===== src/rtl/irq_entry_pkg.sv =====
package irq_entry_pkg;

    typedef logic [15:0] addr_t;
    typedef logic [7:0]  byte_t;

    localparam int CTX_BYTES = 5;
    localparam int STEP_W    = $clog2(CTX_BYTES);

    typedef enum logic [1:0] {
        ST_IDLE = 2'd0,
        ST_PUSH = 2'd1,
        ST_VHI  = 2'd2,
        ST_VLO  = 2'd3
    } seq_state_t;

    typedef struct packed {
        addr_t pc;
        byte_t x;
        byte_t a;
        byte_t ccr;
    } cpu_ctx_t;

    // Vector slot base for a source: top address minus two bytes per index.
    function automatic addr_t slot_base(input addr_t top, input addr_t idx);
        return top - (idx << 1);
    endfunction

endpackage


===== src/rtl/irq_pick.sv =====
module irq_pick #(
    parameter int NSRC = 8,
    localparam int IW  = (NSRC > 1) ? $clog2(NSRC) : 1
) (
    input  logic [NSRC-1:0] pend_i,
    output logic            any_o,
    output logic [IW-1:0]   idx_o
);
    always_comb begin
        any_o = 1'b0;
        idx_o = '0;
        for (int i = 0; i < NSRC; i++) begin
            if (pend_i[i]) begin
                any_o = 1'b1;
                idx_o = IW'(i);
            end
        end
    end
endmodule


===== src/rtl/irq_ctx_mux.sv =====
module irq_ctx_mux
    import irq_entry_pkg::*;
(
    input  cpu_ctx_t          ctx_i,
    input  logic [STEP_W-1:0] step_i,
    output byte_t             byte_o
);
    always_comb begin
        case (step_i)
            STEP_W'(0): byte_o = ctx_i.pc[7:0];
            STEP_W'(1): byte_o = ctx_i.pc[15:8];
            STEP_W'(2): byte_o = ctx_i.x;
            STEP_W'(3): byte_o = ctx_i.a;
            STEP_W'(4): byte_o = ctx_i.ccr;
            default:    byte_o = '0;
        endcase
    end
endmodule


===== src/rtl/irq_entry_seq.sv =====
module irq_entry_seq
    import irq_entry_pkg::*;
#(
    parameter int    NSRC    = 8,
    parameter addr_t VEC_TOP = 16'hFFFE
) (
    input  logic            clk,
    input  logic            rst,
    input  logic [NSRC-1:0] flag_i,
    input  logic [NSRC-1:0] en_i,
    input  logic            gmask_i,
    input  logic            insn_end_i,
    input  logic [15:0]     pc_i,
    input  logic [7:0]      x_i,
    input  logic [7:0]      a_i,
    input  logic [7:0]      ccr_i,
    input  logic [15:0]     sp_i,
    input  logic [7:0]      rdata_i,
    output logic            mem_wr_o,
    output logic            mem_rd_o,
    output logic [15:0]     addr_o,
    output logic [7:0]      wdata_o,
    output logic            set_mask_o,
    output logic            busy_o,
    output logic            done_o,
    output logic [15:0]     new_pc_o
);
    localparam int IW = (NSRC > 1) ? $clog2(NSRC) : 1;
    localparam logic [STEP_W-1:0] LAST_STEP = STEP_W'(CTX_BYTES - 1);

    seq_state_t        st_q;
    logic [STEP_W-1:0] step_q;
    cpu_ctx_t          ctx_q;
    addr_t             sp_q;
    logic [IW-1:0]     src_q;
    byte_t             vhi_q;
    addr_t             new_pc_q;
    logic              done_q;

    logic [NSRC-1:0] pend;
    logic            any_pend;
    logic [IW-1:0]   win_idx;
    logic            accept;
    byte_t           push_byte;
    addr_t           base;

    assign pend = flag_i & en_i;

    irq_pick #(.NSRC(NSRC)) u_pick (
        .pend_i (pend),
        .any_o  (any_pend),
        .idx_o  (win_idx)
    );

    irq_ctx_mux u_mux (
        .ctx_i  (ctx_q),
        .step_i (step_q),
        .byte_o (push_byte)
    );

    assign accept = (st_q == ST_IDLE) && insn_end_i && !gmask_i && any_pend;
    assign base   = slot_base(VEC_TOP, addr_t'(src_q));

    always_ff @(posedge clk) begin
        if (rst) begin
            st_q     <= ST_IDLE;
            step_q   <= '0;
            ctx_q    <= '0;
            sp_q     <= '0;
            src_q    <= '0;
            vhi_q    <= '0;
            new_pc_q <= '0;
            done_q   <= 1'b0;
        end else begin
            done_q <= 1'b0;
            case (st_q)
                ST_IDLE: begin
                    if (accept) begin
                        st_q   <= ST_PUSH;
                        step_q <= '0;
                        src_q  <= win_idx;
                        sp_q   <= sp_i;
                        ctx_q  <= '{pc: pc_i, x: x_i, a: a_i, ccr: ccr_i};
                    end
                end
                ST_PUSH: begin
                    sp_q <= sp_q - 16'd1;
                    if (step_q == LAST_STEP) begin
                        st_q <= ST_VHI;
                    end else begin
                        step_q <= step_q + STEP_W'(1);
                    end
                end
                ST_VHI: begin
                    vhi_q <= rdata_i;
                    st_q  <= ST_VLO;
                end
                ST_VLO: begin
                    new_pc_q <= {vhi_q, rdata_i};
                    done_q   <= 1'b1;
                    st_q     <= ST_IDLE;
                end
                default: st_q <= ST_IDLE;
            endcase
        end
    end

    always_comb begin
        mem_wr_o   = 1'b0;
        mem_rd_o   = 1'b0;
        set_mask_o = 1'b0;
        addr_o     = '0;
        wdata_o    = '0;
        case (st_q)
            ST_PUSH: begin
                mem_wr_o = 1'b1;
                addr_o   = sp_q;
                wdata_o  = push_byte;
            end
            ST_VHI: begin
                mem_rd_o   = 1'b1;
                set_mask_o = 1'b1;
                addr_o     = base;
            end
            ST_VLO: begin
                mem_rd_o = 1'b1;
                addr_o   = base + 16'd1;
            end
            default: ;
        endcase
    end

    assign busy_o   = (st_q != ST_IDLE);
    assign done_o   = done_q;
    assign new_pc_o = new_pc_q;

endmodule


===== config.mk =====
export PLATFORM = sky130hd
export DESIGN_NAME = irq_entry_seq
export DESIGN_NICKNAME = d
export VERILOG_FILES = /design/src/rtl/irq_entry_pkg.sv /design/src/rtl/irq_pick.sv /design/src/rtl/irq_ctx_mux.sv /design/src/rtl/irq_entry_seq.sv
export SDC_FILE = /design/constraint.sdc
export NUM_CORES = 1
export LEC_CHECK = 0
export BUFFER_PORTS_ARGS = -buffer_cell sky130_fd_sc_hd__buf_4
export CAP_MARGIN = 0
export CORE_ASPECT_RATIO = 0.75
export CORE_MARGIN = 3
export CORE_UTILIZATION = 41
export DETAILED_ROUTE_END_ITERATION = 16
export PLACE_DENSITY = 0.71
export SLEW_MARGIN = 20
export SYNTH_ARGS = -nofsm -noshare
export SYNTH_HDL_FRONTEND = slang
export SYNTH_SLANG_ARGS = --single-unit

===== constraint.sdc =====
create_clock -name clk -period 2.4 [get_ports clk]
set_clock_uncertainty 0.1 [all_clocks]
set_input_delay 0.36 -clock clk [delete_from_list [all_inputs] [get_ports clk]]
set_output_delay 0.36 -clock clk [all_outputs]
set_load 0.05 [all_outputs]

Word level (Yosys, flattened, before mapping)
Cells that the tools add are included.
{"block": "word_totals", "reg_bits": 89, "in_bits": 84, "out_inout_bits": 45}
{"block": "op_classes", "add_sub_neg": 4, "n_eq_ne": 10, "n_mux": 30, "n_bitwise": 1, "reduce_logical": 13}
{"cell": "$pmux W16 S3", "n": 1}
{"cell": "$pmux W8 S5", "n": 1}
{"cell": "$pmux W16 S2", "n": 1}
{"cell": "$mux W3", "n": 6}
{"cell": "$mux W16", "n": 1}
{"cell": "$sub A16 B1 Y16 const B", "n": 1}
{"cell": "$mux W1", "n": 13}
{"cell": "$and A8 B8 Y8", "n": 1}
{"cell": "$mux W2", "n": 4}
{"cell": "$mux W8", "n": 1}
{"cell": "$pmux W2 S4", "n": 1}
{"cell": "$add A6 B2 Y7 const B", "n": 1}
{"cell": "$eq A3 B2 Y1 const B", "n": 2}
{"cell": "$ne A2 B2 Y1 const B", "n": 3}
{"cell": "$pmux W3 S2", "n": 1}
{"cell": "$reduce_and A2 Y1", "n": 3}
{"cell": "$sub A2 B5 Y6 const A", "n": 1}
{"cell": "$eq A2 B2 Y1 const B", "n": 2}
{"cell": "$reduce_bool A2 Y1", "n": 2}
{"cell": "$add A3 B1 Y3 const B", "n": 1}
{"cell": "$eq A3 B1 Y1 const B", "n": 1}
{"cell": "$eq A3 B3 Y1 const B", "n": 1}
{"cell": "$logic_and A1 B1 Y1", "n": 3}
{"cell": "$logic_not A3 Y1", "n": 1}
{"cell": "other kinds (5)", "n": 5}

Longest topological paths before layout
Gate-level depths: netlist of the first run.
{"block": "logic_depth", "ltp_word": 12, "ltp_mapped": 9, "depth_no_buf": 7}

By module
Synthesis of the first run repeated with hierarchy kept, for this count alone.
{"block": "hier_totals", "hier_cells": 557, "area_unflattened_um2": 4405.5}
{"mod": "irq_entry_seq", "n_inst": 1, "cells_per_inst": 502, "area_each_um2": 3988.8, "seq_area_each_um2": 1781.7}
{"mod": "irq_ctx_mux", "n_inst": 1, "cells_per_inst": 43, "area_each_um2": 359.1, "seq_area_each_um2": 0.0}
{"mod": "irq_pick", "n_inst": 1, "cells_per_inst": 12, "area_each_um2": 57.6, "seq_area_each_um2": 0.0}

Worst setup path after synthesis of the first run
No wires, ideal clock.
{"block": "synth_timing", "path_type": "register to output", "from": "reg st_q[0]", "to": "out addr_o[10]", "arrival_ns": 2.581, "t_required_ns": 1.940, "path_slack_ns": -0.641, "stages_incl_launch_ff": 7, "path_buffers": 2, "path_cell_list": "dfxtp_1 -> inv_1 -> ha_1 -> clkbuf_1 -> nor2_1 -> clkbuf_1 -> a21oi_1"}
{"block": "synth_between", "elab_chain_cells": 2, "elab_cells_between_ends": 4, "cone_classes": "eq/ne: 3; mux: 1"}
{"element": "start: declaration", "line": "irq_entry_seq.sv:31", "rtl": "seq_state_t st_q;"}
{"element": "start signal: assignment", "line": "irq_entry_seq.sv:66", "rtl": "st_q <= ST_IDLE;"}
{"element": "start signal: assignment", "line": "irq_entry_seq.sv:79", "rtl": "st_q <= ST_PUSH;"}
{"element": "start signal: assignment", "line": "irq_entry_seq.sv:89", "rtl": "st_q <= ST_VHI;"}
{"element": "$eq A2 B2 Y1 or $eq A2 B1 Y1 (tied branches)", "line": "irq_entry_seq.sv:114", "rtl": "case (st_q)"}
{"element": "$pmux W16 S3 *", "line": "irq_entry_seq.sv:114"}
{"element": "end: declaration", "line": "irq_entry_seq.sv:21", "rtl": "output logic [15:0] addr_o,"}
Every way passes the cells marked *; elsewhere a longest branch is shown, timed or not.

Final worst setup path of the first run
{"block": "layout_timing", "from": "reg step_q[2]", "to": "out wdata_o[5]"}
{"block": "layout_between", "elab_chain_cells": 3, "elab_cells_between_ends": 7, "cone_classes": "eq/ne: 4; mux: 2; reduce/logical: 1"}
{"element": "start: declaration", "line": "irq_entry_seq.sv:32", "rtl": "logic [STEP_W-1:0] step_q;"}
{"element": "start signal: assignment", "line": "irq_entry_seq.sv:91", "rtl": "step_q <= step_q + STEP_W'(1);"}
{"element": "$eq A3 B3 Y1, or another cell as far along", "line": "irq_ctx_mux.sv:9", "rtl": "case (step_i)"}
{"element": "$pmux W8 S5 *", "line": "irq_ctx_mux.sv:9"}
{"element": "$mux W8 *", "line": "irq_entry_seq.sv:114"}
{"element": "end: declaration", "line": "irq_entry_seq.sv:22", "rtl": "output logic [7:0] wdata_o,"}
Marks and branches as above.

==> results of run 1 <==
==> final cells by class <==
| type | instances | share of cell area (%) |
|---|---|---|
| Inverter | 13 | 0.818 |
| Timing Repair Buffer | 145 | 19.2 |
| Clock buffer | 10 | 3.84 |
| Multi-Input combinational cell | 402 | 42.7 |
| Clock inverter | 6 | 0.713 |
| Sequential cell | 89 | 29.9 |
| Tap cell | 132 | 2.77 |
==> cell usage in the layout (no fill, tap or decap), types with 10 or more instances in the layout <==
cell type / Yosys / final
a21oi_4: 0 / 11
dfxtp_1: 89 / 87
mux2i_1: 26 / 26
nand2_1: 131 / 131
nor2_1: 47 / 41
inv_1: 13 / 10
a21oi_1: 80 / 64
a22oi_1: 16 / 16
buf_4: 2 / 134
==> logic make-up (layout without fill, tap and decap cells) <==
| group | after synthesis | in the layout | synth area share (%) |
|---|---|---|---|
| adder cells (fa/ha/maj) | 11 | 11 | 3.22 |
| AO/OA/AOI/OAI | 148 | 148 | 21.6 |
| AND/OR/NAND/NOR | 215 | 215 | 21.7 |
| buffers and inverters | 53 | 174 | 5.20 |
| multiplexers | 28 | 28 | 6.61 |
| flip-flops | 89 | 89 | 41.6 |
==> worst max-delay path: cells and delay by family, from the launching register on <==
kind	cells	cell delay [ns]
adders and majority gates	1	0.21
buffers and inverters	3	0.52
DFF	1	0.44
AOI/OAI and AO/OA	2	0.39
==> where the power goes <==
part           switching, mW  internal, mW
clock network          0.583         0.704
registers              0.204          1.68
logic                   1.59         0.953
==> sequential cells by signal (all words and copies together), names as in the netlist <==
register / count
sp_q: 16
step_q: 3
new_pc_o: 16
st_q: 2
src_q: 3
vhi_q: 8
done_o: 1
ctx_q: 40
==> repair_timing <==
item	in CTS	in global routing
pin swaps	1	4
setup endpoints to repair	16	21
resized for setup	14	15
==> path summary, 6_finish.rpt <==
path / from / to / slack (ns) / depth (start not counted)
setup / recovery: step_q[2] / wdata_o[5] / 0.04 / 6
hold / removal: rst / sp_q[12] / 0.17 / 2
setup reg to reg: st_q[0] / step_q[2] / 0.27 / 8
hold reg to reg: ctx_q[26] / ctx_q[26] / 0.37 / 2
==> layer usage <==
metal	wire length [µm]	vias up	track usage (%)
met5	0	-	0
met4	171	0	5.56
met3	1060	16	6.17
met2	5860	152	33.4
met1	6110	2048	32.5
li1	-	2124	-
==> impl_metrics.ini, run 1 <==
[outcome]
status = finished, final reports clean

[timing]
timing.final.crit_share_pct = 98.4
max_freq_mhz = 424
period_needed_ns = 2.36
worst_slew_margin_rel_pct = 63.8
setup_violations = 0
drv_slew = 0
setup_slack_ns = 0.0391
finalSetupTns_ns = 0
tightest_slew_ns = 0.543
final_hold_viol_count = 0
whs_ns = 0.168

[min_path]
min_path_type = input port to flop

[layout]
regArea_mm2 = 0.00178
num_antenna_cells = 0
area_delta_synth_final_pct = 39.4
drive_gt1_share_pct = 32.6
fin_area_mm2 = 0.00597
fill_cells = 888
fin_nets = 755
multi_input_area_mm2 = 0.00255
post-route-util_pct = 60.3
final_cells = 797

[detailed_routing]
ant_nets = 0
drtIter0Drc = 398
viasPerCell = 5.45
vias = 4340
wl_per_cell_um = 16.6
firstDrtPassIters = 5
drt-total-wl_mm = 13.2
drcViolationCount = 0

[clocking]
clkSlewWorstSetupHoldPaths_ns = 0.07
cts_buffer_depth = 2
insertion_delay_ns = 0.34
ctsHoldBuffers = 0
numCtsBuffers = 9
htree_levels = 3
cts.sinks = 89
cts_tree = built
cts_setup_buffers = 0
root_buffer = clkbuf_16

[synth]
ys_types = 50
netlist_area_mm2 = 0.00428
synth_flop_cell = dfxtp_1
yosys_register_bits = 89
synthesis.nets = 639
synth_top_area_share_pct = 41.6
synth_edf_count = 0
ys_warn_count = 0
synth_commonest_cells = nand2_1, dfxtp_1, a21oi_1
yosysMostFrequentCell = nand2_1
syn_inst = 544
yosysSeqAreaShare_pct = 41.6
synth_top_cell_by_area = dfxtp_1
avgSynthCellArea_um2 = 7.87
yosys-top-cells-area = dfxtp_1, nand2_1, a21oi_1, mux2i_1, nor2_1
async_flop_share_pct = 0

[global_route]
antenna_found_initial = 0
first_global_vias = 4117
grt.total_usage_pct = 22.6
gr-total-overflow = 0
grt_pass1_wl_mm = 20.9
grt_max_degree = 54

[die]
fp.dieW_um = 124
die_area_mm2 = 0.0117
io_pins = 129
initial_core_util_pct = 43.3
fp-row-count = 31
die_h_um = 94.5
core-area_mm2 = 0.00989

[place]
dp_hpwl_mm = 9.81
place_area_mm2 = 0.00560
pre_cts_slack_ns = 0.0987
gp_routability_congestion = 0.900
dp_cells = 781
portBuffers = 128

[worst_setup_path]
arrival_ns = 1.90
slowest_stage = dfxtp_2
path_class = flop to output port
worstSetupEndpointType = output port
worstPathRequired_ns = 1.94
path_max_fanout = 9
critical_path.cell_chain = inv_2 -> ha_4 -> o41ai_4 -> buf_6 -> a31oi_2 -> buf_4
crit_path_start_kind = flop
critPathMaxStageDelay_ns = 0.44

[power]
worst_ir_drop_vdd_v = 0.000465
p_per_area_mw_per_mm2 = 957
finalPower_mw = 5.71
p_leak_nw = 2.28

[run]
maxCapViolCount = 0
(Power assumes the default switching activity.)
==> run 2: changes to the inputs <==
--- a/config.mk
+++ b/config.mk
@@ -5,13 +5,15 @@
 export SDC_FILE = /design/constraint.sdc
 export NUM_CORES = 1
 export LEC_CHECK = 0
+export ABC_CLOCK_PERIOD_IN_PS = 2150
 export BUFFER_PORTS_ARGS = -buffer_cell sky130_fd_sc_hd__buf_4
 export CAP_MARGIN = 0
 export CORE_ASPECT_RATIO = 0.75
 export CORE_MARGIN = 3
 export CORE_UTILIZATION = 41
 export DETAILED_ROUTE_END_ITERATION = 16
-export PLACE_DENSITY = 0.71
+export PLACE_DENSITY = 0.73
+export SETUP_SLACK_MARGIN = 0.15
 export SLEW_MARGIN = 20
 export SYNTH_ARGS = -nofsm -noshare
 export SYNTH_HDL_FRONTEND = slang
==> constraint.sdc (replaced) <==
create_clock -name clk -period 2.15 [get_ports clk]
set_clock_uncertainty 0.1 [all_clocks]
set_input_delay 0.3225 -clock clk [delete_from_list [all_inputs] [get_ports clk]]
set_output_delay 0.3225 -clock clk [all_outputs]
set_load 0.05 [all_outputs]
==> run 2 against run 1 <==
The run now ends with setup timing left. Flip-flop and latch count did not move. Worst hold slack worse by 0.043 ns. Worst setup slack worse by 0.30 ns. Global-route usage up 2.8 points. Clock power rose by 11%. Combinational power up 110%. Non-clock buffer count up 64. Critical path depth is 1 higher. Sequential share of layout area fell by 6.8 points. Core utilization rose by 19 points.
==> impl_metrics.ini, run 2 (synthesis results as in run 1) <==
[place]
place_area_mm2 = 0.00584
gp_routability_congestion = 0.889
dp_cells = 787
dp_hpwl_mm = 9.90
portBuffers = 128

[layout]
fin_nets = 820
most-common-layout-cells = buf_4, nand2_1, dfxtp_1, a21oi_2, buf_6
drive_gt1_share_pct = 56.4
final_common_cell = buf_4
final_cells = 861
fill_cells = 582
num_antenna_cells = 0
largest_reg_flops = 40
largest-register = ctx_q
area_delta_synth_final_pct = 82.4
fin_area_mm2 = 0.00781
post-route-util_pct = 78.9

[worst_setup_path]
arrival_ns = 1.99
r2r_slack_ns = -0.16
crit_path_start_kind = flop
worstPathRequired_ns = 1.73
worstSetupEndpointType = output port
path_class = flop to output port
path_max_fanout = 8

[detailed_routing]
drt-total-wl_mm = 19.6
vias = 5232
ant_nets = 0
viasPerCell = 6.08
drcViolationCount = 0
drtIter0Drc = 563
wl_per_cell_um = 22.8
firstDrtPassIters = 5

[power]
p_per_area_mw_per_mm2 = 1130
power.clock.fraction_pct = 16.2
finalPower_mw = 8.85
power.internal_mw = 5.00
p_leak_nw = 3.06
p_sw_share_pct = 43.5
worst_ir_drop_vdd_v = 0.000681
pwr-share-comb_pct = 59.0
netSwitchingPower_mw = 3.85
seq_power_share_pct = 24.8

[timing]
timing.final.crit_share_pct = 112
period_needed_ns = 2.41
worst_slew_margin_rel_pct = 51.4
final_hold_viol_count = 0
rsz0062_at_grt = yes
drv_slew = 0
setup_violations = 62
tightest_slew_ns = 0.729
max_freq_mhz = 415
setup_slack_ns = -0.260

[die]
core-area_mm2 = 0.00989
die_area_mm2 = 0.0117
io_pins = 129
die_h_um = 94.5
initial_core_util_pct = 43.3
fp.dieW_um = 124
fp-row-count = 31

[clocking]
insertion_delay_ns = 0.34
htree_levels = 3
cts_buffer_depth = 2
cts.sinks = 89
root_buffer = clkbuf_16
clkSlewWorstSetupHoldPaths_ns = 0.06
cts_tree = built
ctsHoldBuffers = 0
numCtsBuffers = 9

[global_route]
gr-total-overflow = 0
grt_max_degree = 45
grt_pass1_wl_mm = 23.5
antenna_found_initial = 0
first_global_vias = 4636
grt.total_usage_pct = 25.3

[outcome]
status = finished, violations left
violations = setup timing

[run]
maxCapViolCount = 0

[min_path]
min_path_type = input port to flop
## run 2: changes by cell type in the layout (fill, tap and decap cells not counted), sizes merged
| cell | delta |
|---|---|
| clkinvlp | +3 |
| clkinv | -2 |
| inv | -3 |
| buf | +59 |
| clkbuf | +6 |
| o21ai | +1 |
## run 2: cell type report
| type | instances | area (µm²) | share of cell area, % |
|---|---|---|---|
| clock inverter | 4 | 31.3 | 0.401 |
| clock buffer | 11 | 233 | 2.98 |
| tap | 132 | 165 | 2.12 |
| sequential | 89 | 1800 | 23.1 |
| inverter | 13 | 68.8 | 0.882 |
| timing repair buffer | 209 | 2140 | 27.4 |
| multi-input combinational | 403 | 3360 | 43.1 |
## run 2: power groups by stage
stage / logic [mW] / clock network [mW] / registers [mW]
3_3_place_gp: 2.95 / 0 / 2.10
4_1_cts: 3.80 / 1.45 / 2.11
5_1_grt: 5.39 / 1.51 / 2.20
6_report: 5.22 / 1.43 / 2.19
3_5_place_dp: 3.02 / 0 / 2.10
2_1_floorplan: 2.24 / 0 / 2.07
## run 2: worst paths after layout
check        startpoint         end  depth (start not counted)
min             pc_i[2]   ctx_q[26]                          3
max           step_q[1]  wdata_o[2]                          7
max reg2reg     st_q[1]   ctx_q[23]                         13
min reg2reg    ctx_q[8]    ctx_q[8]                          2
## run 2: worst max-delay path, stage by stage, from the launching register on
cell and delay [ns]:
dfxtp_4 0.37, buf_6 0.12, ha_4 0.15, nor2b_4 0.15
o41ai_4 0.41, buf_12 0.21, a31oi_4 0.05, buf_6 0.18
## run 2: what timing repair did
action / in CTS / in global routing
setup buffers: 17 / 29
gates cloned: 3 / 10
endpoints found under the setup margin: 32 / 82
resized for setup: 95 / 171
pin swaps: 23 / 77
## run 2: routing by layer
layer | global-route usage [%] | part of all wire, % | vias to the layer above | routed length, µm
li1 | - | - | 2270 | -
met1 | 34.2 | 40 | 2494 | 7760
met2 | 39.3 | 46 | 385 | 8950
met3 | 6.47 | 11 | 83 | 2190
met4 | 8.93 | 3.7 | 0 | 716
met5 | 0 | 0 | - | 0
## run 2: per-stage QoR
step                      worst slack [ns]  hold WS, ns  TNS [ns]
final                               -0.260        0.125     -4.55
after global routing                -0.295        0.121     -7.47
after CTS                           -0.163        0.122     -1.13
after detailed placement           0.00746        0.349         0
after global placement              0.0983        0.343         0
after floorplan                     -0.158        0.336     -1.23
